**src/rtl/psr_pkg.sv**
```systemverilog
package psr_pkg;
  localparam logic [7:0] SNAP_OPCODE = 8'h19;

  typedef enum logic {
    PS_WAIT_OP,
    PS_WAIT_CNT
  } parse_st_t;

  // Bit position of the probe number inside a reply byte.
  function automatic int id_lsb(input int nprobe);
    return (nprobe > 16) ? 3 : 4;
  endfunction
endpackage

```
**src/rtl/psr_sync.sv**
```systemverilog
module psr_sync #(
  parameter int W = 18
) (
  input  logic         clk,
  input  logic         rst_n,
  input  logic [W-1:0] async_in,
  output logic [W-1:0] sync_out
);
  logic [W-1:0] meta_q;
  logic [W-1:0] stab_q;

  always_ff @(posedge clk or negedge rst_n) begin
    if (!rst_n) begin
      meta_q <= '0;
      stab_q <= '0;
    end else begin
      meta_q <= async_in;
      stab_q <= meta_q;
    end
  end

  assign sync_out = stab_q;
endmodule

```
**src/rtl/psr_parser.sv**
```systemverilog
module psr_parser
  import psr_pkg::*;
#(
  parameter int NPROBE = 18
) (
  input  logic       clk,
  input  logic       rst_n,
  input  logic       rx_valid,
  input  logic [7:0] rx_byte,
  input  logic       accept_en,
  output logic       cmd_fire
);
  localparam logic [7:0] CNT_BYTE = {1'b1, 7'(NPROBE)};

  parse_st_t state_q, state_d;

  always_comb begin
    state_d  = state_q;
    cmd_fire = 1'b0;
    if (rx_valid && accept_en) begin
      unique case (state_q)
        PS_WAIT_OP: begin
          if (rx_byte == SNAP_OPCODE) state_d = PS_WAIT_CNT;
        end
        PS_WAIT_CNT: begin
          if (rx_byte == CNT_BYTE) begin
            cmd_fire = 1'b1;
            state_d  = PS_WAIT_OP;
          end else if (rx_byte == SNAP_OPCODE) begin
            state_d = PS_WAIT_CNT;
          end else begin
            state_d = PS_WAIT_OP;
          end
        end
        default: state_d = PS_WAIT_OP;
      endcase
    end
  end

  always_ff @(posedge clk or negedge rst_n) begin
    if (!rst_n) state_q <= PS_WAIT_OP;
    else        state_q <= state_d;
  end


  fire_needs_opcode_chk: assert property (@(posedge clk) disable iff (!rst_n)
    cmd_fire |-> (state_q == PS_WAIT_CNT) && rx_byte[7]);
endmodule

```
**src/rtl/psr_reply.sv**
```systemverilog
module psr_reply
  import psr_pkg::*;
#(
  parameter int NPROBE = 18
) (
  input  logic              clk,
  input  logic              rst_n,
  input  logic              start,
  input  logic [NPROBE-1:0] levels,
  input  logic              tx_ready,
  output logic              tx_valid,
  output logic [7:0]        tx_byte,
  output logic              busy
);
  localparam int IDX_W  = $clog2(NPROBE);
  localparam int ID_LSB = id_lsb(NPROBE);
  localparam int ID_W   = 8 - ID_LSB;
  localparam logic [IDX_W-1:0] LAST = IDX_W'(NPROBE - 1);

  logic [NPROBE-1:0] snap_q, snap_d;
  logic [NPROBE-1:0] ref_q, ref_d;
  logic [IDX_W-1:0]  idx_q, idx_d;
  logic              busy_q, busy_d;
  logic              snap_en, ref_en, idx_en;

  // Next-state logic with explicit clock enables.
  always_comb begin
    snap_d  = snap_q;
    ref_d   = ref_q;
    idx_d   = idx_q;
    busy_d  = busy_q;
    snap_en = 1'b0;
    ref_en  = 1'b0;
    idx_en  = 1'b0;
    if (!busy_q) begin
      if (start) begin
        snap_d  = levels;
        snap_en = 1'b1;
        idx_d   = '0;
        idx_en  = 1'b1;
        busy_d  = 1'b1;
      end
    end else if (tx_ready) begin
      if (idx_q == LAST) begin
        busy_d = 1'b0;
        ref_d  = snap_q;
        ref_en = 1'b1;
      end else begin
        idx_d  = idx_q + 1'b1;
        idx_en = 1'b1;
      end
    end
  end

  always_ff @(posedge clk or negedge rst_n) begin
    if (!rst_n) begin
      snap_q <= '0;
      ref_q  <= '0;
      idx_q  <= '0;
      busy_q <= 1'b0;
    end else begin
      busy_q <= busy_d;
      if (snap_en) snap_q <= snap_d;
      if (ref_en)  ref_q  <= ref_d;
      if (idx_en)  idx_q  <= idx_d;
    end
  end

  logic       cur_lvl, prev_lvl;
  logic [2:0] flags;

  assign cur_lvl  = snap_q[idx_q];
  assign prev_lvl = ref_q[idx_q];
  assign flags    = {prev_lvl & ~cur_lvl, cur_lvl & ~prev_lvl, cur_lvl};

  generate
    if (ID_LSB == 3) begin : g_wide_layout
      assign tx_byte = {ID_W'(idx_q), flags};
    end else begin : g_narrow_layout
      assign tx_byte = {ID_W'(idx_q), 1'b0, flags};
    end
  endgenerate

  assign tx_valid = busy_q;
  assign busy     = busy_q;


  hold_while_stalled_chk: assert property (@(posedge clk) disable iff (!rst_n)
    tx_valid && !tx_ready |=> tx_valid && $stable(tx_byte));


  first_id_zero_chk: assert property (@(posedge clk) disable iff (!rst_n)
    $rose(tx_valid) |-> tx_byte[7:ID_LSB] == '0);


  id_step_chk: assert property (@(posedge clk) disable iff (!rst_n)
    tx_valid && tx_ready && (tx_byte[7:ID_LSB] != ID_W'(NPROBE - 1))
    |=> tx_valid && (tx_byte[7:ID_LSB] == $past(tx_byte[7:ID_LSB]) + 1'b1));


  reply_len_chk: assert property (@(posedge clk) disable iff (!rst_n)
    tx_valid && tx_ready && (tx_byte[7:ID_LSB] == ID_W'(NPROBE - 1)) |=> !tx_valid);


  flags_exclusive_chk: assert property (@(posedge clk) disable iff (!rst_n)
    tx_valid |-> !(tx_byte[2] && tx_byte[1]));


  snap_frozen_chk: assert property (@(posedge clk) disable iff (!rst_n)
    busy_q |=> $stable(snap_q));
endmodule

```
**src/rtl/probe_snapshot_reporter.sv**
```systemverilog
module probe_snapshot_reporter #(
  parameter int NPROBE = 18
) (
  input  logic              clk,
  input  logic              rst_n,
  input  logic              rx_valid,
  input  logic [7:0]        rx_byte,
  input  logic [NPROBE-1:0] probes,
  input  logic              tx_ready,
  output logic              tx_valid,
  output logic [7:0]        tx_byte
);
  // Reset: asserted asynchronously, released on the clock.
  logic rst_meta_q, rst_sync_q;

  always_ff @(posedge clk or negedge rst_n) begin
    if (!rst_n) begin
      rst_meta_q <= 1'b0;
      rst_sync_q <= 1'b0;
    end else begin
      rst_meta_q <= 1'b1;
      rst_sync_q <= rst_meta_q;
    end
  end

  logic [NPROBE-1:0] lvl_sync;
  logic              cmd_fire;
  logic              busy;

  psr_sync #(.W(NPROBE)) u_sync (
    .clk      (clk),
    .rst_n    (rst_sync_q),
    .async_in (probes),
    .sync_out (lvl_sync)
  );

  psr_parser #(.NPROBE(NPROBE)) u_parser (
    .clk       (clk),
    .rst_n     (rst_sync_q),
    .rx_valid  (rx_valid),
    .rx_byte   (rx_byte),
    .accept_en (!busy),
    .cmd_fire  (cmd_fire)
  );

  psr_reply #(.NPROBE(NPROBE)) u_reply (
    .clk      (clk),
    .rst_n    (rst_sync_q),
    .start    (cmd_fire),
    .levels   (lvl_sync),
    .tx_ready (tx_ready),
    .tx_valid (tx_valid),
    .tx_byte  (tx_byte),
    .busy     (busy)
  );


  reset_quiet_chk: assert property (@(posedge clk)
    !rst_n |=> !tx_valid);
endmodule

```
**config.mk**
```make
export PLATFORM = sky130hd
export DESIGN_NAME = probe_snapshot_reporter
export DESIGN_NICKNAME = d
export VERILOG_FILES = /design/src/rtl/psr_pkg.sv /design/src/rtl/psr_sync.sv /design/src/rtl/psr_parser.sv /design/src/rtl/psr_reply.sv /design/src/rtl/probe_snapshot_reporter.sv
export SDC_FILE = /design/constraint.sdc
export NUM_CORES = 1
export LEC_CHECK = 0
export ABC_CLOCK_PERIOD_IN_PS = 3500
export BUFFER_PORTS_ARGS = -buffer_cell sky130_fd_sc_hd__buf_2
export CAP_MARGIN = 10
export CORE_UTILIZATION = 35
export DETAILED_ROUTE_END_ITERATION = 8
export PLACE_DENSITY = 0.64
export SYNTH_ARGS = -nofsm -noshare
export SYNTH_HDL_FRONTEND = slang
export SYNTH_HIERARCHICAL = 1
export SYNTH_SLANG_ARGS = --single-unit
```
**constraint.sdc**
```tcl
create_clock -name clk -period 3.5 [get_ports clk]
set_input_delay 0 -clock clk [delete_from_list [all_inputs] [get_ports clk]]
set_output_delay 0 -clock clk [all_outputs]
set_load 0.05 [all_outputs]
```
==> summary.md <==
| Metric | Value |
|---|---|
| Final hold vios | `0` |
| Starting Density | `between 30% and 40%` |
| P_leak | `1.87 nW` |
| Hold EP | `u_parser/state_q$_DFFE_PN0P_` |
| Cell Area, Placed | `3370 sq um` |
| TritonCTS clock tree | `done` |
| IO Pins | `39` |
| Sequential-to-total area share from yosys stat | `about two thirds` |
| Switching portion of total power | `roughly a fifth` |
| Port Buffer Count | `38` |
| Worst setup path class | `reg2out` |
| Worst skew pair latency | `around 0.34 ns` |
| Top cell type's share of synthesized area | `roughly two thirds` |
| Most common cell after layout, fill and taps aside | `dfrtp_1` |
| First-pass GRT wire length | `between 8 and 9 mm` |
| Crit share post-route | `approximately 73%` |
| # setup viols final | `0` |
| Via count | `1863` |
| Worst-path maximum fanout | `18` |
| Pin count of the biggest net entering global routing | `80` |
| Final HPWL DP | `about 3.1 mm` |
| Cts repair resizes | `0` |
| Startpoint types | `register` |
| Final GP Congestion | `0.776` |
| Post-synth EDFFs | `0` |
| Synth top area cells | `dfrtp_1 (65%), mux2_2 (7.9%), nand2_1 (7.5%)` |
| Max cap viols | `0` |
| Fin crit period | `around 2.6 ns` |
| Area Growth Syn to Fin | `20.6%` |
| Count of final max-slew check failures | `0` |
| Total CTS buffers | `9` |
| Worst-Margin Slew | `roughly 1 ns` |
| Drt via density | `approximately 4.6` |
| Gr busiest metal | `met2` |
| Number of antenna diodes | `0` |
| Outcome | `finished clean` |
| Worst Hold Launch | `rx_byte[5]` |
| Routing usage on met3 | `under 10%` |
| Core area | `a little under 9000 sq um` |
| Root buffer cell | `clkbuf_8` |
| Combinational power share | `~2.3%` |
| Hold Path Depth | `3` |
| Internal power | `approximately 1.3 mW` |
| Fin cells | `402` |
| All-layer global routing usage | `between 10% and 20%` |
| Worst-path clk slew | `roughly 0.080 ns` |
| Clk network pwr share | `37.4%` |
| Critical Path AT | `roughly 2.6 ns` |
| Maximum root-to-sink buffer count | `2` |
| DRC | `0` |
| Peak supply drop | `approximately 0.28 mV` |
| Worst flop-to-flop path endpoint | `u_reply/idx_q[4]$_DFFE_PN0P_` |
| Synth cell types | `between 40 and 50` |
| FF-to-FF path depth | `6` |
| Full die area | `9290 sq um` |
| Post-synth top area cell | `dfrtp_1` |
| Fillcell total | `about 830` |
| GRT overflow | `0` |
| Vias in the first global route | `around 1900` |
| Antenna violations before repair | `0` |
| Skew final | `0.00810 ns` |
| Post-Syn Nets | `262` |
| Sequential share of power | `between 60% and 70%` |
| Highest Clock Rate | `~0.39 GHz` |
| Nets | `between 300 and 400` |
| Finished Cell Area | `3760 sq um` |
| Mapped Area | `3120 sq um` |
| RSZ-0062 raised after global routing | `false` |
| R2R Setup Slk | `approximately 1.5 ns` |
| Drt first pass iters | `4` |
| DR WL/cell | `between 10 and 15 microns` |
| Most frequent cells in the layout | `dfrtp_1 (80), nand2_1 (62), buf_2 (38)` |
| Routed wire length | `slightly below 5 mm` |
| Async set-reset flop share out of synthesis | `100%` |
| Met1 usage | `14.4%` |
| Layout cell share with drive strength beyond 1 | `27.6%` |
| H-tree depth | `3` |
| Average size of a mapped cell | `between 10 and 15 sq um` |
| Placed instance count | `roughly 370` |
| ANT nets after route | `0` |
| # clock sinks | `between 80 and 90` |
| Worst Hold Class | `in2reg` |
| FF-to-FF Start | `u_reply/busy$_DFF_PN0_` |
| Warnings from Yosys | `6` |
| Crit end category | `output pin` |
| Die W | `between 90 and 100 microns` |
| Max-Slew Margin vs Limit | `roughly 33%` |
| Critical Path RT | `between 3 and 4 ns` |
| Drt initial violations | `52` |
| DIE HEIGHT | `approximately 96 microns` |
| Num rows | `34` |
| Sw power | `approximately 340 uW` |
| Total Neg Setup Slack | `0 ns` |
| Routing usage on met2 | `a little over a fifth` |
| Gate Count Post-Synth | `230` |
| Synthesized flop and latch total | `81` |
| Prevailing post-synth register cell | `dfrtp_1` |
| Pwr dens | `roughly 430 nW/um^2` |
-- worst max-delay path by stage --
stage                                 start          to  slack (ns)  cells past startpoint
2_1_floorplan  u_reply/idx_q[0]$_DFFE_PN0P_  tx_byte[1]        0.68                      6
3_3_place_gp   u_reply/idx_q[0]$_DFFE_PN0P_  tx_byte[1]        1.35                      5
3_5_place_dp   u_reply/idx_q[0]$_DFFE_PN0P_  tx_byte[1]        1.30                      5
4_1_cts        u_reply/idx_q[0]$_DFFE_PN0P_  tx_byte[1]        0.91                      5
5_1_grt        u_reply/idx_q[0]$_DFFE_PN0P_  tx_byte[1]        0.76                      5
6_report       u_reply/idx_q[0]$_DFFE_PN0P_  tx_byte[1]        0.95                      5
-- logic make-up after synthesis --
group	count (synthesis)	share of synthesized area, %
AND/OR/NAND/NOR	84	13.1
flip-flops	81	65.0
multiplexers	32	14.2
AO/OA/AOI/OAI	15	3.49
buffers and inverters	14	3.05
adder cells (fa/ha/maj)	2	0.802
other	1	0.120
XOR/XNOR	1	0.281
-- what timing repair did --
| item | CTS | global route |
|---|---|---|
| buffers inserted | 0 | 0 |
| hold buffers | 21 | 0 |
| hold endpoints to repair | 21 | 0 |
-- cell type report --
class	instances	area, sq um	area share, %
Sequential cell	81	2030	54.0
Multi-Input combinational cell	135	996	26.5
Timing Repair Buffer	60	408	10.8
Clock buffer	12	155	4.13
Inverter	2	7.51	0.200
Clock inverter	4	28.8	0.765
Tap cell	108	135	3.59
-- stage by stage --
stage	utilization [%]	power (mW)	hold slack, ns	setup WS, ns
6_report	43.3	1.63	0.0231	0.947
4_1_cts	43.3	1.65	0.0100	0.911
3_5_place_dp	38.8	1.02	-0.214	1.30
2_1_floorplan	-	0.998	-0.296	0.676
5_1_grt	43.3	1.69	0.0230	0.765
3_3_place_gp	38.8	1.02	-0.214	1.35
-- Yosys cell counts (2+ instances only) --
library cell,number
dfrtp_1,81
nand2_1,62
mux2_2,22
mux4_1,5
mux2i_1,4
buf_2,3
clkbuf_1,3
nand3_1,3
nor2_1,3
o21ai_0,3
a21boi_0,2
and4bb_1,2
buf_4,2
buf_6,2
ha_1,2
inv_1,2
nand3b_1,2
nand4_1,2
nor2b_1,2
o21a_1,2
-- per-layer routing --
metal | wire, microns | vias to the layer above
li1 | - | 902
met1 | 2240 | 917
met2 | 2420 | 37
met3 | 246 | 7
met4 | 51 | 0
met5 | 0 | -
-- registers in the layout, summed over array words and instances (netlist names), 5 cells and up --
register,cells
u_sync/meta_q,18
u_sync/sync_out,18
u_reply/idx_q,5
u_reply/ref_q,18
u_reply/snap_q,18
-- worst max-delay path, stage by stage (launching register included) --
cell and delay (ns):
dfrtp_1 0.84, mux4_1 0.64, nand2_1 0.08, a31oi_1 0.10, a211oi_1 0.23, buf_2 0.31
-- power by group through the flow --
stage / sequential, mW / combinational [mW] / clock (mW)
after floorplan: 0.993 / 0.00442 / 0
after global placement: 0.999 / 0.0196 / 0
after detailed placement: 1.00 / 0.0201 / 0
after CTS: 0.981 / 0.0378 / 0.635
after global routing: 0.985 / 0.0422 / 0.666
final: 0.980 / 0.0373 / 0.608
No activity file was read; power rests on OpenSTA's default activity.
